## src/rtl/mm_pkg.sv

```systemverilog
package mm_pkg;

  typedef enum logic [1:0] {
    ST_IDLE = 2'd0,
    ST_RED  = 2'd1,
    ST_CPY  = 2'd2,
    ST_XFR  = 2'd3
  } mm_state_e;

  // Phase 0: max in data clusters. Phase 1: max in left column, min in data.
  // Phase 2: max in corner, min in top row. Phase 3: min in corner.
  function automatic logic pick_max(input logic [1:0] phase, input logic row0, input logic col0);
    case (phase)
      2'd0:    pick_max = 1'b1;
      2'd1:    pick_max = col0;
      2'd2:    pick_max = row0 & col0;
      default: pick_max = 1'b0;
    endcase
  endfunction

endpackage

```

## src/rtl/mm_seq_ctrl.sv

```systemverilog
module mm_seq_ctrl
  import mm_pkg::*;
#(
  parameter int N = 4
) (
  input  logic       clk_i,
  input  logic       rst_ni,
  input  logic       start_i,
  output logic       idle_o,
  output logic       red_o,
  output logic       first_o,
  output logic       cpy_o,
  output logic       xfr_o,
  output logic [1:0] phase_o,
  output logic       done_o
);
  localparam int LVLS  = $clog2(N);
  localparam int LVL_W = (LVLS > 1) ? $clog2(LVLS) : 1;
  localparam logic [LVL_W-1:0] LVL_LAST = LVL_W'(LVLS - 1);

  mm_state_e        state_q;
  logic [1:0]       phase_q;
  logic [LVL_W-1:0] lvl_q;
  logic             done_q;

  always_ff @(posedge clk_i or negedge rst_ni) begin
    if (!rst_ni) begin
      state_q <= ST_IDLE;
      phase_q <= 2'd0;
      lvl_q   <= '0;
      done_q  <= 1'b0;
    end else begin
      case (state_q)
        ST_IDLE: if (start_i) begin
          state_q <= ST_RED;
          phase_q <= 2'd0;
          lvl_q   <= '0;
          done_q  <= 1'b0;
        end
        ST_RED: begin
          if (lvl_q == LVL_LAST) state_q <= ST_CPY;
          else                   lvl_q   <= lvl_q + 1'b1;
        end
        ST_CPY: begin
          if (phase_q == 2'd3) begin
            state_q <= ST_IDLE;
            done_q  <= 1'b1;
          end else begin
            state_q <= ST_XFR;
          end
        end
        default: begin
          state_q <= ST_RED;
          lvl_q   <= '0;
          phase_q <= phase_q + 2'd1;
        end
      endcase
    end
  end

  assign idle_o  = (state_q == ST_IDLE);
  assign red_o   = (state_q == ST_RED);
  assign first_o = (lvl_q == '0);
  assign cpy_o   = (state_q == ST_CPY);
  assign xfr_o   = (state_q == ST_XFR);
  assign phase_o = phase_q;
  assign done_o  = done_q;

endmodule

```

## src/rtl/mm_reduce_lane.sv

```systemverilog
module mm_reduce_lane #(
  parameter int N = 4,
  parameter int W = 8
) (
  input  logic                clk_i,
  input  logic                rst_ni,
  input  logic                en_i,
  input  logic                first_i,
  input  logic                max_i,
  input  logic [N-1:0][W-1:0] leaf_i,
  output logic [W-1:0]        res_o
);
  localparam int HALF = N / 2;
  localparam int QTR  = N / 4;

  logic [HALF-1:0][W-1:0] wrk_q, wrk_d;

  function automatic logic [W-1:0] pick(input logic [W-1:0] x, input logic [W-1:0] y,
                                        input logic want_max);
    if (want_max) pick = (x > y) ? x : y;
    else          pick = (x < y) ? x : y;
  endfunction

  // One tree level per enabled cycle: leaves into the node row, then halving.
  always_comb begin
    wrk_d = wrk_q;
    if (first_i) begin
      for (int k = 0; k < HALF; k++) wrk_d[k] = pick(leaf_i[2*k], leaf_i[2*k+1], max_i);
    end else begin
      for (int k = 0; k < QTR; k++) wrk_d[k] = pick(wrk_q[2*k], wrk_q[2*k+1], max_i);
    end
  end

  always_ff @(posedge clk_i or negedge rst_ni) begin
    if (!rst_ni)   wrk_q <= '0;
    else if (en_i) wrk_q <= wrk_d;
  end

  assign res_o = wrk_q[0];

endmodule

```

## src/rtl/mm_grid_top.sv

```systemverilog
module mm_grid_top
  import mm_pkg::*;
#(
  parameter int N     = 4,
  parameter int W     = 8,
  parameter int M     = N * (N - 1) * (N - 1),
  parameter int IDX_W = $clog2(M)
) (
  input  logic             clk_i,
  input  logic             rst_ni,
  input  logic             load_en_i,
  input  logic [IDX_W-1:0] load_idx_i,
  input  logic [W-1:0]     load_val_i,
  input  logic             start_i,
  output logic [W-1:0]     max_o,
  output logic [W-1:0]     min_o,
  output logic             done_o
);
  logic       idle, red, first, cpy, xfr, seed;
  logic [1:0] phase;

  logic [N-1:0][N-1:0][N-1:0][W-1:0] a_q;
  logic [N-1:0][N-1:0][W-1:0]        b_q;
  logic [N-1:0][N-1:0][W-1:0]        res;

  mm_seq_ctrl #(.N(N)) ctrl_i (
    .clk_i   (clk_i),
    .rst_ni  (rst_ni),
    .start_i (start_i),
    .idle_o  (idle),
    .red_o   (red),
    .first_o (first),
    .cpy_o   (cpy),
    .xfr_o   (xfr),
    .phase_o (phase),
    .done_o  (done_o)
  );

  assign seed = idle & start_i;

  for (genvar gr = 0; gr < N; gr++) begin : g_row
    for (genvar gc = 0; gc < N; gc++) begin : g_col
      mm_reduce_lane #(.N(N), .W(W)) lane_i (
        .clk_i   (clk_i),
        .rst_ni  (rst_ni),
        .en_i    (red),
        .first_i (first),
        .max_i   (pick_max(phase, gr == 0, gc == 0)),
        .leaf_i  (a_q[gr][gc]),
        .res_o   (res[gr][gc])
      );
    end
  end

  always_ff @(posedge clk_i or negedge rst_ni) begin
    if (!rst_ni) begin
      a_q <= '0;
      b_q <= '0;
    end else begin
      if (load_en_i && idle) begin
        for (int r = 1; r < N; r++)
          for (int c = 1; c < N; c++)
            for (int k = 0; k < N; k++)
              if (load_idx_i == IDX_W'(((r - 1) * (N - 1) + (c - 1)) * N + k))
                a_q[r][c][k] <= load_val_i;
      end
      if (seed) begin
        for (int r = 0; r < N; r++) a_q[r][0][0] <= '0;
        for (int c = 1; c < N; c++) a_q[0][c][0] <= '1;
      end
      if (cpy) begin
        case (phase)
          2'd0: for (int r = 1; r < N; r++)
                  for (int c = 1; c < N; c++) b_q[r][c] <= res[r][c];
          2'd1: for (int r = 1; r < N; r++)
                  for (int c = 0; c < N; c++) b_q[r][c] <= res[r][c];
          2'd2: begin
            a_q[0][0][0] <= res[0][0];
            for (int c = 1; c < N; c++) b_q[0][c] <= res[0][c];
          end
          default: b_q[0][0] <= res[0][0];
        endcase
      end
      if (xfr) begin
        case (phase)
          // row-wise transpose: leaf 0 of (r,c) to leaf c of (r,0)
          2'd0: for (int r = 1; r < N; r++)
                  for (int c = 1; c < N; c++) a_q[r][0][c] <= b_q[r][c];
          // column-wise transpose: leaf 0 of (r,c) to leaf r of (0,c)
          2'd1: for (int r = 1; r < N; r++)
                  for (int c = 0; c < N; c++) a_q[0][c][r] <= b_q[r][c];
          default: for (int c = 1; c < N; c++) a_q[0][0][c] <= b_q[0][c];
        endcase
      end
    end
  end

  assign max_o = a_q[0][0][0];
  assign min_o = b_q[0][0];

endmodule

```

## config.mk

```make
export PLATFORM = sky130hd
export DESIGN_NAME = mm_grid_top
export DESIGN_NICKNAME = d
export VERILOG_FILES = /design/src/rtl/mm_pkg.sv /design/src/rtl/mm_seq_ctrl.sv /design/src/rtl/mm_reduce_lane.sv /design/src/rtl/mm_grid_top.sv
export SDC_FILE = /design/constraint.sdc
export NUM_CORES = 2
export LEC_CHECK = 0
export BUFFER_PORTS_ARGS = -buffer_cell sky130_fd_sc_hd__buf_2
export CORE_ASPECT_RATIO = 1.2
export CORE_MARGIN = 3
export CORE_UTILIZATION = 30
export CTS_CLUSTER_SIZE = 24
export DETAILED_ROUTE_END_ITERATION = 7
export PLACE_DENSITY_LB_ADDON = 0.12
export SKIP_CTS_REPAIR_TIMING = 1
export SKIP_LAST_GASP = 1
export SLEW_MARGIN = 5
export SYNTH_ARGS = -nofsm -noshare
export SYNTH_HDL_FRONTEND = slang
export SYNTH_SLANG_ARGS = --single-unit
```

## constraint.sdc

```tcl
create_clock -name clk_i -period 4.05 [get_ports clk_i]
set_clock_uncertainty 0.15 [all_clocks]
set_input_delay 0.81 -clock clk_i [delete_from_list [all_inputs] [get_ports clk_i]]
set_output_delay 0.81 -clock clk_i [all_outputs]
set_load 0.02 [all_outputs]
```

==> reports/metrics.cfg <==
[final_layout]
postLayoutCoreUtil_pct = 34.4
area_delta_synth_final_pct = 13.3
fin_nets = 4876
final_common_cell = dfrtp_1
mostFrequentLayoutCells = dfrtp_1, mux2_2, inv_1
layout-drive-gt1-share_pct = 18.0
fin_area_mm2 = 0.0534

[worst_setup_path]
arrival_ps = 4010
critPathLaunchType = flip-flop
required_ps = 4460
rrSetupSlack_ps = 450
crit_end = g_row[0].g_col[3].lane_i.res_o[3]
worstSetupEndpointType = flip-flop
cp_num_buf_inv = 1
crit_path_cell_trace = inv_1, ha_1, nor2b_1, o211ai_1, a21oi_1, mux2i_1, a211o_1, o2111ai_1
path_max_fanout = 22
criticalPathCategory = reg -> reg
crit_path_start = a_q[96]
crit_family = flip-flops
slowest_stage = dfrtp_1
r2r_end = g_row[0].g_col[3].lane_i.res_o[3]
max_stage_delay_ps = 970
critical_path_depth = 8
ff2ff_path_depth = 8
timing.rr.start = a_q[96]

[flow_run]
maxCapViolations = 0

[yosys]
synth_ff_type = dfrtp_1
synth-seq-area-share_pct = 45.4
yosysUniqueCellTypes = 71
syn_inst = 4529
syn_nets = 4915
async_flop_share_pct = 100
synth_area_per_cell_um2 = 10.4
synth_edf_count = 0
ys_seq_elements = 855
syn_area_mm2 = 0.0471
synth_warnings = 0

[power]
ir_worst_vdd_v = 0.000432
leakage_nw = 24.4
p_per_area_mw_per_mm2 = 790
power_mw = 42.1

[routing]
wirelength_mm = 145
drcViolationCount = 0
routedWlPerCell_um = 21.7
vias = 34519
firstDrtPassIters = 5
drt-initial-drc-count = 2081
ant_nets = 0
vias_per_cell = 5.19

[clocking]
cts_tree = done
cts-root-buf = clkbuf_16
clk_pin_slew_ps = 60
clock_latency_ps = 720
clockBufferDepth = 3
numCtsBuffers = 101
clkSinkCount = 855
h-tree-depth = 3

[die]
io_pins = 35
rows = 158
start_util_pct = 30.3
core_mm2 = 0.155
die_y_um = 440
die_w_um = 368
dieArea_mm2 = 0.162

[global_route]
antenna_found_initial = 7
grt_max_degree = 107
grt_pass1_wl_mm = 225
grt_usage_pct = 17.9
grt_pass1_vias = 35690
overflow = 0

[timing]
setup-violations-final = 0
fmax_mhz = 278
worst_slew_pin_slew_ps = 1020
timing.setup.tns_ps = 0
max_slew_margin_pct = 31.9
finalHoldViolations = 0
report.final.slew_viol_count = 0
fin_crit_sh_pct = 88.9
finalCriticalPeriod_ps = 3600
rsz0062_at_grt = false
setup_slack_ps = 451

[hold_path]
hold_class = in -> reg
hp-start = start_i
hold_depth = 3

[place]
portBuffers = 34
gp_congestion = 0.810
hpwl_mm = 104
dpl_worst_slack_ps = 477
placed_cell_area_mm2 = 0.0497

[status]
status = complete, no violations

metrics by stage:
stage	hold WS (ps)	cells
after detailed placement	323	6466
after floorplan	300	4529
after global routing	241	6653
after CTS	-114	6652
final	256	6655
after global placement	313	6466
sequential cells by signal, indices dropped and copies added, names as in the netlist:
signal                    count
ctrl_i.lvl_q                  1
min_o                         8
ctrl_i.state_q                2
max_o                         8
g_row.g_col.lane_i.wrk_q    128
a_q                         457
ctrl_i.phase_o                2
g_row.g_col.lane_i.res_o    128
b_q                         120
ctrl_i.done_o                 1
tightest hold or removal path: stages:
cell and delay [ps]:
buf_2 120, nand2_1 80, nand2_1 70
cell type report:
class / instances / area (um^2)
fill: 15715 / 102000
multi-input combinational: 3005 / 23100
sequential: 855 / 21400
clock buffer: 137 / 2940
tap: 2080 / 2600
inverter: 402 / 1510
timing repair buffer: 125 / 1120
clock inverter: 49 / 669
antenna: 2 / 5.00
Yosys cell counts, drive strengths merged, types with 33 or more instances:
cell type | n | area [um^2]
a211oi | 51 | 383
a21o | 64 | 480
a21oi | 144 | 721
a22oi | 84 | 631
a311oi | 33 | 289
a31oi | 148 | 926
buf | 73 | 394
clkbuf | 194 | 728
dfrtp | 855 | 21400
ha | 368 | 4600
inv | 402 | 1510
mux2 | 484 | 5450
mux2i | 75 | 788
nand2 | 375 | 1410
nand3 | 138 | 691
nand4 | 93 | 582
nor2 | 60 | 243
nor2b | 72 | 450
nor3 | 67 | 372
nor4 | 41 | 282
o2111ai | 66 | 578
o211ai | 71 | 538
o21ai | 332 | 1660
cell families after synthesis:
kind of cell               after synthesis  synth area share [%]
buffers and inverters                  669                  5.59
DFF                                    855                  45.4
AOI/OAI and AO/OA                     1136                  15.9
adders and majority gates              368                  9.78
muxes                                  559                  13.3
and+or+nand+nor                        942                  10.0
layer usage:
layer	track usage, %	up-vias	share of wire (%)
met3	2.18	155	3.0
met4	4.64	6	2.0
li1	-	16557	-
met1	23.3	17306	46
met2	31.4	495	49
met5	0	-	0.028
how the worst min path moves through the flow:
stage / end / slack (ps)
after floorplan: b_q[32] / 300
after global placement: b_q[96] / 310
after detailed placement: b_q[96] / 320
after CTS: g_row[2].g_col[1].lane_i.wrk_q[12] / -110
after global routing: a_q[96] / 240
final: a_q[96] / 260
power breakdown:
| group | switching (mW) | total, mW | leakage [nW] | internal, mW |
|---|---|---|---|---|
| registers | 2.82 | 14.2 | 10.8 | 11.3 |
| logic | 10.9 | 18.1 | 11.8 | 7.18 |
| clock network | 3.87 | 9.90 | 1.78 | 6.03 |
| total | 17.6 | 42.1 | 24.4 | 24.5 |
Power figures use the tool's default switching activity.
